==> src/rtl/secrtc_pkg.sv <==
package secrtc_pkg;
    localparam int OFS_W = 6;

    localparam logic [OFS_W-1:0] OFS_CTRL    = 6'h00;
    localparam logic [OFS_W-1:0] OFS_SECS    = 6'h04;
    localparam logic [OFS_W-1:0] OFS_ALARM   = 6'h08;
    localparam logic [OFS_W-1:0] OFS_HIB     = 6'h20;
    localparam logic [OFS_W-1:0] OFS_SCRATCH = 6'h34;

    localparam int BIT_READY = 7;
    localparam int BIT_TFLAG = 6;
    localparam int BIT_TIE   = 5;
    localparam int BIT_AFLAG = 4;
    localparam int BIT_AIE   = 3;
    localparam int BIT_AEN   = 2;
    localparam int BIT_CEN   = 0;

    typedef struct packed {
        logic tick_flag;
        logic tick_ie;
        logic alm_flag;
        logic alm_ie;
        logic alm_en;
        logic cnt_en;
    } ctrl_t;
endpackage

==> src/rtl/secrtc_wrgate.sv <==
module secrtc_wrgate #(
    parameter int ADDR_W = 6,
    parameter int DATA_W = 32,
    parameter int WR_LAT = 4
) (
    input  logic              clk,
    input  logic              rst_n,
    input  logic              wr_req,
    input  logic [ADDR_W-1:0] wr_addr,
    input  logic [DATA_W-1:0] wr_data,
    output logic              ready,
    output logic              commit,
    output logic [ADDR_W-1:0] cm_addr,
    output logic [DATA_W-1:0] cm_data
);
    localparam int CNT_W = $clog2(WR_LAT + 1);

    typedef struct packed {
        logic [CNT_W-1:0]  cnt;
        logic [ADDR_W-1:0] addr;
        logic [DATA_W-1:0] data;
    } gate_t;

    gate_t st_d, st_q;

    always_comb begin
        st_d = st_q;
        if (st_q.cnt == '0) begin
            if (wr_req) begin
                st_d.cnt  = CNT_W'(WR_LAT);
                st_d.addr = wr_addr;
                st_d.data = wr_data;
            end
        end else begin
            st_d.cnt = st_q.cnt - 1'b1;
        end
    end

    always_ff @(posedge clk) begin
        if (!rst_n) st_q <= '0;
        else        st_q <= st_d;
    end

    assign ready   = (st_q.cnt == '0);
    assign commit  = (st_q.cnt == CNT_W'(1));
    assign cm_addr = st_q.addr;
    assign cm_data = st_q.data;
endmodule

==> src/rtl/secrtc_core.sv <==
module secrtc_core
    import secrtc_pkg::*;
#(
    parameter int ADDR_W = 6,
    parameter int DATA_W = 32
) (
    input  logic              clk,
    input  logic              rst_n,
    input  logic              tick,
    input  logic              commit,
    input  logic [ADDR_W-1:0] cm_addr,
    input  logic [DATA_W-1:0] cm_data,
    output logic [DATA_W-1:0] secs,
    output logic [DATA_W-1:0] alarm,
    output logic [DATA_W-1:0] scratch,
    output ctrl_t             ctrl,
    output logic              hib
);
    typedef struct packed {
        ctrl_t             ctrl;
        logic [DATA_W-1:0] secs;
        logic [DATA_W-1:0] alarm;
        logic [DATA_W-1:0] scratch;
        logic              hib;
    } core_t;

    core_t             st_d, st_q;
    logic [DATA_W-1:0] secs_inc;
    logic              secs_wr;

    always_comb begin
        st_d     = st_q;
        secs_inc = st_q.secs + 1'b1;
        secs_wr  = commit && (cm_addr == ADDR_W'(OFS_SECS));
        if (commit) begin
            unique case (cm_addr)
                ADDR_W'(OFS_CTRL): begin
                    st_d.ctrl.cnt_en    = cm_data[BIT_CEN];
                    st_d.ctrl.alm_en    = cm_data[BIT_AEN];
                    st_d.ctrl.alm_ie    = cm_data[BIT_AIE];
                    st_d.ctrl.tick_ie   = cm_data[BIT_TIE];
                    st_d.ctrl.alm_flag  = st_q.ctrl.alm_flag  & cm_data[BIT_AFLAG];
                    st_d.ctrl.tick_flag = st_q.ctrl.tick_flag & cm_data[BIT_TFLAG];
                end
                ADDR_W'(OFS_SECS):    st_d.secs    = cm_data;
                ADDR_W'(OFS_ALARM):   st_d.alarm   = cm_data;
                ADDR_W'(OFS_SCRATCH): st_d.scratch = cm_data;
                ADDR_W'(OFS_HIB):     st_d.hib     = cm_data[0];
                default: ;
            endcase
        end
        if (tick && st_q.ctrl.cnt_en) begin
            if (!secs_wr) st_d.secs = secs_inc;
            st_d.ctrl.tick_flag = 1'b1;
            if (st_q.ctrl.alm_en && (secs_inc == st_q.alarm))
                st_d.ctrl.alm_flag = 1'b1;
        end
    end

    always_ff @(posedge clk) begin
        if (!rst_n) st_q <= '0;
        else        st_q <= st_d;
    end

    assign secs    = st_q.secs;
    assign alarm   = st_q.alarm;
    assign scratch = st_q.scratch;
    assign ctrl    = st_q.ctrl;
    assign hib     = st_q.hib;
endmodule

==> src/rtl/secrtc_top.sv <==
module secrtc_top
    import secrtc_pkg::*;
#(
    parameter int ADDR_W = 6,
    parameter int DATA_W = 32,
    parameter int WR_LAT = 4
) (
    input  logic              clk,
    input  logic              rst_n,
    input  logic              bus_wr,
    input  logic [ADDR_W-1:0] bus_addr,
    input  logic [DATA_W-1:0] bus_wdata,
    output logic [DATA_W-1:0] bus_rdata,
    input  logic              tick_1hz,
    output logic              irq,
    output logic              hib_req
);
    logic              wr_ready;
    logic              commit;
    logic [ADDR_W-1:0] cm_addr;
    logic [DATA_W-1:0] cm_data;
    logic [DATA_W-1:0] secs, alarm, scratch;
    ctrl_t             ctrl;
    logic              hib;
    logic [7:0]        ctrl_byte;

    secrtc_wrgate #(.ADDR_W(ADDR_W), .DATA_W(DATA_W), .WR_LAT(WR_LAT)) u_gate (
        .clk     (clk),
        .rst_n   (rst_n),
        .wr_req  (bus_wr),
        .wr_addr (bus_addr),
        .wr_data (bus_wdata),
        .ready   (wr_ready),
        .commit  (commit),
        .cm_addr (cm_addr),
        .cm_data (cm_data)
    );

    secrtc_core #(.ADDR_W(ADDR_W), .DATA_W(DATA_W)) u_core (
        .clk     (clk),
        .rst_n   (rst_n),
        .tick    (tick_1hz),
        .commit  (commit),
        .cm_addr (cm_addr),
        .cm_data (cm_data),
        .secs    (secs),
        .alarm   (alarm),
        .scratch (scratch),
        .ctrl    (ctrl),
        .hib     (hib)
    );

    always_comb begin
        ctrl_byte            = '0;
        ctrl_byte[BIT_READY] = wr_ready;
        ctrl_byte[BIT_TFLAG] = ctrl.tick_flag;
        ctrl_byte[BIT_TIE]   = ctrl.tick_ie;
        ctrl_byte[BIT_AFLAG] = ctrl.alm_flag;
        ctrl_byte[BIT_AIE]   = ctrl.alm_ie;
        ctrl_byte[BIT_AEN]   = ctrl.alm_en;
        ctrl_byte[BIT_CEN]   = ctrl.cnt_en;
    end

    always_comb begin
        bus_rdata = '0;
        unique case (bus_addr)
            ADDR_W'(OFS_CTRL):    bus_rdata = DATA_W'(ctrl_byte);
            ADDR_W'(OFS_SECS):    bus_rdata = secs;
            ADDR_W'(OFS_ALARM):   bus_rdata = alarm;
            ADDR_W'(OFS_SCRATCH): bus_rdata = scratch;
            ADDR_W'(OFS_HIB):     bus_rdata = DATA_W'(hib);
            default:              bus_rdata = '0;
        endcase
    end

    assign irq     = (ctrl.tick_flag & ctrl.tick_ie) | (ctrl.alm_flag & ctrl.alm_ie);
    assign hib_req = hib;
endmodule

==> config.mk <==
export PLATFORM = sky130hd
export DESIGN_NAME = secrtc_top
export DESIGN_NICKNAME = d
export VERILOG_FILES = /design/src/rtl/secrtc_pkg.sv /design/src/rtl/secrtc_wrgate.sv /design/src/rtl/secrtc_core.sv /design/src/rtl/secrtc_top.sv
export SDC_FILE = /design/constraint.sdc
export NUM_CORES = 1
export LEC_CHECK = 0
export CAP_MARGIN = 20
export CORE_ASPECT_RATIO = 1.2
export CORE_UTILIZATION = 40
export CTS_CLUSTER_DIAMETER = 120
export DETAILED_ROUTE_END_ITERATION = 10
export PLACE_DENSITY_LB_ADDON = 0.25
export SYNTH_ARGS = -nofsm -noshare
export SYNTH_HDL_FRONTEND = slang
export SYNTH_SLANG_ARGS = --single-unit
export TNS_END_PERCENT = 5
==> constraint.sdc <==
create_clock -name clk -period 3.64 [get_ports clk]
set_input_delay 0.728 -clock clk [delete_from_list [all_inputs] [get_ports clk]]
set_output_delay 0.728 -clock clk [all_outputs]
set_load 0.1 [all_outputs]
# After elaboration in Yosys (flattened, before gate mapping)
# Index checks and enable logic that the tools add are counted.
# Widths: inputs -> output; s select.
[totals]
regBits = 144
latchBits = 0
mem_bits_rw = 0
romBits = 0
inputBits = 42
out_inout_bits = 34
word_cells = 59
mem_count = 0
[op_classes]
addsub = 2
mul = 0
n_div = 0
order_cmp = 0
n_eq_ne = 11
shifts = 0
n_mux = 14
n_bitwise = 5
reduce_logical = 14
[ops]
columns = ["cell", "count"]
rows = [
  ["$mux 32", 5],
  ["$pmux 32 s5", 1],
  ["$mux 103", 1],
  ["$mux 41", 1],
  ["$add 32x1->32 const B", 1],
  ["$eq 32x32->1", 1],
  ["$eq 6x6->1 const B", 4],
  ["$eq 6x3->1 const B", 2],
  ["$eq 6x4->1 const B", 2],
  ["$logic_not 6->1", 2],
  ["$reduce_and 2->1", 6],
  ["$mux 6", 1],
  ["$and 1x1->1", 4],
  ["$mux 1", 4],
  ["$reduce_bool 2->1", 2],
  ["$eq 3x1->1 const B", 1],
  ["$logic_and 1x1->1", 3],
  ["$logic_not 3->1", 1],
  ["$mux 3", 1],
  ["$sub 3x1->3 const B", 1],
  ["$ne 2x2->1 const B", 1],
  ["$or 1x1->1", 1],
]

# Longest topological paths before layout
# Gate-level depths: netlist of run 1.
[depth]
depth_word = 5
mapped_depth = 9
depth_no_buf = 8

# By module
# A second synthesis of run 1 with hierarchy kept.
[hier_totals]
cells_unflattened = 1014
area_unflattened_um2 = 8333.0
[modules_own_cells]
columns = ["mod", "n_inst", "cells_each", "area_per_inst_um2", "seq_area_each_um2"]
rows = [
  ["secrtc_core", 1, 671, 5566.6, 2062.0],
  ["secrtc_wrgate", 1, 216, 1926.8, 820.8],
  ["secrtc_top", 1, 127, 839.6, 0.0],
]

# Least setup slack after synthesis of run 1
# No wires, ideal clock.
[synth_path]
path_kind = "input to output"
from = "input bus_addr[0]"
to = "output bus_rdata[4]"
arrival_time_ps = 2520
required_time_ps = 2912
setup_slack_ps = 392
cell_stages = 4
path_buffers = 0
path_cell_list = "nor3_1 nor4b_1 a222oi_1 nand2_1"
[synth_between]
elab_chain_cells = 2
word_cells_on_any_way = 6
cone_classes = "eq/ne (4); mux (1); reduce/logical (1)"
[synth_lines]
columns = ["element", "line_no", "text"]
rows = [
  ["start, declared", "secrtc_top.sv:11", "input logic [ADDR_W-1:0] bus_addr,"],
  ["$eq 6x6->1, or another cell as far along", "secrtc_top.sv:66", "unique case (bus_addr)"],
  ["$pmux 32 s5 *", "secrtc_top.sv:66", ""],
  ["end, declared", "secrtc_top.sv:13", "output logic [DATA_W-1:0] bus_rdata,"],
]
# Every way passes the cells marked *; elsewhere a longest branch is shown, timed or not.

# Final worst setup path of run 1
[layout_path]
from = "input bus_addr[0]"
to = "output bus_rdata[15]"
# The elaborated chain is that of the path after synthesis.

==> summary.txt, run 1 <==
number of CTS-inserted buffers - 17
worst-skew pair later-pin latency - 0.43 ns
Routed Antenna Nets - 0
Pre-Repair DR Iteration Count - 6
Die Wd - 128 um
Netlist Area Pre-Place - 7630 sq um
Pwr Density - 457 nW/um^2
DRT iter0 DRCs - 560
largest net degree at the start of global routing - 84
Largest delay share family, worst path - buffers and inverters
CP required - 2.91 ns
critical path, cell by cell - clkdlybuf4s50_1 -> nor3_1 -> nand2_1 -> nor3_2 -> buf_4 -> a222oi_1 -> inv_1 -> buf_12
All-Layer GR Usage - 20.8%
DP Wirelength - 13.2 mm
crit path launch type - primary input
Leak - 4.10 nW
Max VDD drop - 374 uV
Via-to-Cell Ratio - 5.30
Final #Nets - 997
Buf/Inv on CP - 4
root buf cell - clkbuf_16
Ports - 76
Slowest cell on crit path - clkdlybuf4s50_1
DRC - 0
vias post-DR - 6453
non-filler cells, final - 1217
RSZ-0062 raised after global routing - false
largest cells by area after synthesis - dfxtp_1 (38%), nand2_1 (11%), a21boi_0 (7.2%)
Die Span Y - 153 um
Synth top area share - 37.8%
Post-synth top flop - dfxtp_1
Die ar. - 19600 sq um
worst relative slew slack - 35.8%
num rows - 54
post-synth net total - 958
Clock Path Buffers - 2
Initial Util - 41.4%
total wire length - 19.2 mm
fmax - 302 MHz
asr flop ratio synth - 0%
ratio of cells with drive above 1 in the final layout - 10.3%
worst-margin pin slew - 0.960 ns
placed insts - 1186
Mapped Avg Cell Area - 8.35 sq um
footprint of the multi-input gates - 4360 sq um
GR Util met3 - 3.78%
count of cell types in the netlist - 57
sequential share of the synthesized area - 37.8%
synth warn - 0
slowest cell delay on critical path - 0.44 ns
most frequent cells in the layout - nand2_1 (217), dfxtp_1 (144), a21boi_0 (73)
endpoints failing setup - 0
Port Buffers - 75
status - finished clean
Reg area - 2880 sq um
Post CTS Setup Buffer Count - 0
Final min period - 3.31 ns
Synth area leader - dfxtp_1
Crit Path Max Fanout - 17
CP endpoint kind - output pin
final setup skew - 0.00715 ns
FILL cells - 1766
Seq cells post-synth - 144
met2 Usage GRT - 33.0%
H-tree level count - 4
GRT overflow - 0
P&R area growth vs syn - 24.6%
Core ar. - 18400 sq um
TritonCTS clock tree - done
Max-Cap Viols - 0
Power Total - 0.00435 W
antenna violations before repair - 0
crit share post-route - 90.8%
antenna diode count - 0
number of synthesized flops with an enable pin - 0
GRT met1 Usage - 28.1%
routed length per instance - 15.8 um
setup TNS - 0 ns
crit path kind - primary input to output pin
routability cong. - 0.871
first-pass GRT wire length - 32.6 mm
HP Class - flip-flop to flip-flop
critical path arrival - 2.58 ns
vias in the first global route - 6277
CTS sink cnt - 144
# hold bufs at CTS - 0
GRT busiest layer - met2
final hold viol count - 0
CTS-repair resized insts - 0
Final Max Tran Viols - 0
most common cell after layout, fill and taps aside - nand2_1
clock-pin slew of the registers on the worst-case setup and hold paths - 0.06 ns
synthesized instance count - 914
fin util - 51.5%
[cells in the mapped netlist, types with 2 or more instances]
library cell and count:
a2111oi_0 2, a21boi_0 73, a21oi_1 9, a222oi_1 32, and2_1 5, and3_1 5
and4_1 5, buf_1 5, buf_2 12, clkbuf_1 52, dfxtp_1 144, ha_1 2
inv_1 31, mux2i_1 38, nand2_1 217, nand3_1 17, nand3b_1 2, nand4_1 18
nand4_4 2, nor2_1 30, nor2b_1 39, nor3_1 14, nor4_1 7, nor4_4 2
nor4b_1 2, o211a_1 32, o211ai_1 2, o21ai_0 12, o22ai_1 2, or3_1 5
or4_1 2, xnor2_1 45, xor2_1 25
[power by group]
| group | switching [W] | internal [W] |
|---|---|---|
| Sequential | 0.000162 | 0.00170 |
| Clock | 0.000659 | 0.00119 |
| Combinational | 0.000369 | 0.000262 |
| Total | 0.00119 | 0.00316 |
[path summary, 6_finish.rpt]
check,from,endpoint,slack [ns],depth (start not counted)
worst max-delay path,bus_addr[0],bus_rdata[15],0.33,8
worst max register to register,u_core.secs[2]$_SDFF_PN0_,u_core.ctrl[3]$_SDFF_PN0_,1.07,6
worst min-delay path,u_core.scratch[29]$_SDFFE_PN0P_,u_core.scratch[29]$_SDFFE_PN0P_,0.46,2
worst min register to register,u_core.scratch[29]$_SDFFE_PN0P_,u_core.scratch[29]$_SDFFE_PN0P_,0.46,2
[registers in the layout, indices dropped and copies added, names as in the netlist]
name	cells
u_core.alarm	32
u_core.scratch	32
u_core.secs	32
u_gate.cm_data	32
u_core.ctrl	6
u_gate.cm_addr	6
u_gate.st_q	3
u_core.hib	1
[routing by layer]
layer	up-vias	part of all wire, %
met4	0	2.0
met5	-	0
li1	3256	-
met1	3035	48
met3	27	3.3
met2	135	46
[worst reg2reg max path: cells and delay by family (launching register included)]
| family | cells | cell delay, ns |
|---|---|---|
| compound gates | 3 | 0.99 |
| flops | 1 | 0.51 |
| simple gates | 3 | 1.00 |
[through the flow]
step / worst slack, ns / area [sq um] / hold WS [ns]
floorplan: 0.392 / 7630 / 0.443
CTS: 0.327 / 9510 / 0.465
finish: 0.333 / 9510 / 0.464
global route: 0.174 / 9510 / 0.483
detailed placement: 0.340 / 8880 / 0.457
global placement: 0.370 / 8880 / 0.450
[cell families (layout without fill, tap and decap cells)]
kind of cell	after synthesis	count (layout)	share of synthesized area (%)
DFF	144	144	37.8
and+or+nand+nor	383	383	24.5
xor gates and xnor gates	70	70	8.04
AOI/OAI and AO/OA	175	175	19.0
muxes	38	38	4.99
buffers and inverters	102	153	5.33
adders and majority gates	2	2	0.328
[cell type report]
class / count / share of cell area (%)
tap: 252 / 3.32
multi-input combinational: 668 / 45.9
timing repair buffer: 91 / 12.6
clock buffer: 21 / 4.95
inverter: 31 / 1.22
clock inverter: 10 / 1.67
sequential: 144 / 30.3
Power figures use the tool's default switching activity.
==> inputs of run 2 (changes only) <==
--- a/config.mk
+++ b/config.mk
@@ -6,6 +6,7 @@
 export NUM_CORES = 1
 export LEC_CHECK = 0
+export ABC_AREA = 1
 export CAP_MARGIN = 20
-export CORE_ASPECT_RATIO = 1.2
+export CORE_ASPECT_RATIO = 1.1
 export CORE_UTILIZATION = 40
 export CTS_CLUSTER_DIAMETER = 120
==> constraint.sdc (replaced) <==
create_clock -name clk -period 3.64 [get_ports clk]
set_input_delay 0.364 -clock clk [delete_from_list [all_inputs] [get_ports clk]]
set_output_delay 0.364 -clock clk [all_outputs]
set_load 0.1 [all_outputs]
==> run 2 against run 1 <==
  * Count of clock-buffer cells in the layout is 3 higher
  * Flip-flop and latch count stayed put
  * Sequential share of layout area is 0.35 points higher
  * Fmax is 14% higher
  * Synthesized area is 1.5% lower
  * Clock power hardly changed
  * Register-to-register slack better by 0.02 ns
  * Synthesized cell count is 23% higher
  * Combinational power is 57% higher
  * Setup slack better by 0.41 ns
  * Sequential power is 4% higher
  * Largest cell class unchanged
  * Largest power group unchanged
==> summary.txt, run 2 <==
num rows - 52
Synth top cells by count - nand2_1 (248), dfxtp_1 (144), a21oi_1 (143), o21ai_0 (138), inv_1 (129)
crit path launch type - primary input
largest net degree at the start of global routing - 120
Ports - 76
CTS-repair resized insts - 0
Initial Util - 40.8%
Post-synth top flop - dfxtp_1
sequential share of power - 40.6%
Post CTS Setup Buffer Count - 0
Die Span Y - 146 um
routed length per instance - 15.5 um
endpoints failing setup - 0
final hold viol count - 0
Synth top area share - 38.4%
DRC - 0
Routed Antenna Nets - 0
top-count cell post-synth - nand2_1
Core ar. - 18400 sq um
Max VDD drop - 325 uV
setup TNS - 0 ns
Clock Path Buffers - 2
sequential share of the synthesized area - 38.4%
Clock Power Share - 38.7%
Netlist Area Pre-Place - 7510 sq um
H-tree level count - 4
vias in the first global route - 7096
DP Wirelength - 15.6 mm
Power Total - 0.00478 W
CP required - 3.28 ns
antenna violations before repair - 0
count of cell types in the netlist - 35
total wire length - 22.1 mm
# hold bufs at CTS - 0
Hold Path Cell Cnt - 2
Worst Reg-to-Reg Cells - 7
fmax - 346 MHz
Final Max Tran Viols - 0
Via-to-Cell Ratio - 5.36
vias post-DR - 7650
routability cong. - 0.926
CP endpoint kind - output pin
WHS - 0.469 ns
Max-Cap Viols - 0
HP Class - flip-flop to flip-flop
crit path kind - primary input to output pin
Sw Ratio - 30.8%
Pwr Density - 508 nW/um^2
most frequent cells in the layout - nand2_1 (247), dfxtp_1 (144), a21oi_1 (143)
non-filler cells, final - 1428
Pre-Repair DR Iteration Count - 6
Final #Nets - 1218
fin util - 51.0%
worst relative slew slack - 28.3%
asr flop ratio synth - 0%
largest cells by area after synthesis - dfxtp_1 (38%), nand2_1 (12%), a21oi_1 (9.5%)
Internal Power - 0.00330 W
post-synth net total - 1168
antenna diode count - 0
first-pass GRT wire length - 36.0 mm
worst-skew pair later-pin latency - 0.43 ns
Die ar. - 19300 sq um
Comb pwr share - 20.7%
crit share post-route - 79.5%
number of CTS-inserted buffers - 17
number of synthesized flops with an enable pin - 0
GRT overflow - 0
status - finished clean
Port Buffers - 75
All-Layer GR Usage - 23.4%
Crit Path Max Fanout - 16
DRT iter0 DRCs - 668
synthesized instance count - 1124
P&R area growth vs syn - 25.1%
Die Wd - 133 um
CTS sink cnt - 144
Sw Pwr - 0.00147 W
worst-margin pin slew - 1.07 ns
clock-pin slew of the registers on the worst-case setup and hold paths - 0.06 ns
Mapped Avg Cell Area - 6.68 sq um
synth warn - 0
root buf cell - clkbuf_16
final setup skew - 0.00920 ns
most common cell after layout, fill and taps aside - nand2_1
Synth area leader - dfxtp_1
RSZ-0062 raised after global routing - false
placed insts - 1398
TritonCTS clock tree - done
critical path arrival - 2.53 ns
Final min period - 2.89 ns
Leak - 3.57 nW
ratio of cells with drive above 1 in the final layout - 7.93%
Seq cells post-synth - 144
==> run 2: changes by cell type in the layout (fill, tap and decap cells not counted), sizes merged, moves of 38 or more <==
cell    delta
a21boi    -73
mux2i     -38
o21ai    +128
nor2b     -39
nor2      +63
a21oi    +135
nand3     +73
xnor2     -45
inv      +101
==> run 2: power by group through the flow <==
stage | sequential [W] | clock [W] | combinational (W)
floorplan | 0.00194 | 0 | 0.000707
detailed placement | 0.00197 | 0 | 0.000991
global route | 0.00197 | 0.00193 | 0.00113
global placement | 0.00197 | 0 | 0.000976
finish | 0.00194 | 0.00185 | 0.000991
CTS | 0.00194 | 0.00187 | 0.000995
==> run 2: final cells by class <==
class                           instances  area, sq um
Clock buffer                           24          482
Clock inverter                          6          130
Fill cell                            1828         9010
Inverter                              134          503
Multi-Input combinational cell        791         3920
Sequential cell                       144         2880
Tap cell                              243          304
Timing Repair Buffer                   86         1170
==> run 2: stage by stage <==
step           setup slack [ns]  cell area, sq um
2_1_floorplan           -0.0794              7510
3_3_place_gp              0.816              8790
3_5_place_dp              0.732              8790
4_1_cts                   0.745              9400
5_1_grt                   0.581              9400
6_report                  0.746              9400
==> run 2: path summary, 6_finish.rpt <==
check / startpoint / end / slack, ns
setup / recovery: bus_addr[2] / bus_rdata[19] / 0.75
hold / removal: u_core.hib$_SDFFE_PN0P_ / u_core.hib$_SDFFE_PN0P_ / 0.47
setup reg to reg: u_gate.st_q[38]$_SDFFE_PN0P_ / u_core.alarm[10]$_SDFFE_PN0P_ / 1.09
hold reg to reg: u_core.hib$_SDFFE_PN0P_ / u_core.hib$_SDFFE_PN0P_ / 0.47
==> run 2: layer usage <==
metal / GRT usage (%) / part of all wire, %
met1: 30.7 / 45
met2: 38.9 / 48
met3: 4.14 / 5.6
met4: 7.76 / 1.8
met5: 0 / 0
==> run 2: cell families after synthesis <==
| logic type | share of synthesized area, % |
|---|---|
| flops | 38.4 |
| simple gates | 25.5 |
| fa+ha+maj | 0.333 |
| buf+inv | 9.51 |
| xor+xnor | 1.30 |
| compound gates | 25.0 |
==> run 2: critical path: stages <==
cell	delay, ns
clkdlybuf4s50_1	0.50
inv_1	0.07
nor2_1	0.13
nand2_1	0.06
nor2_1	0.23
inv_1	0.36
buf_12	0.28
o221ai_1	0.29
buf_12	0.22
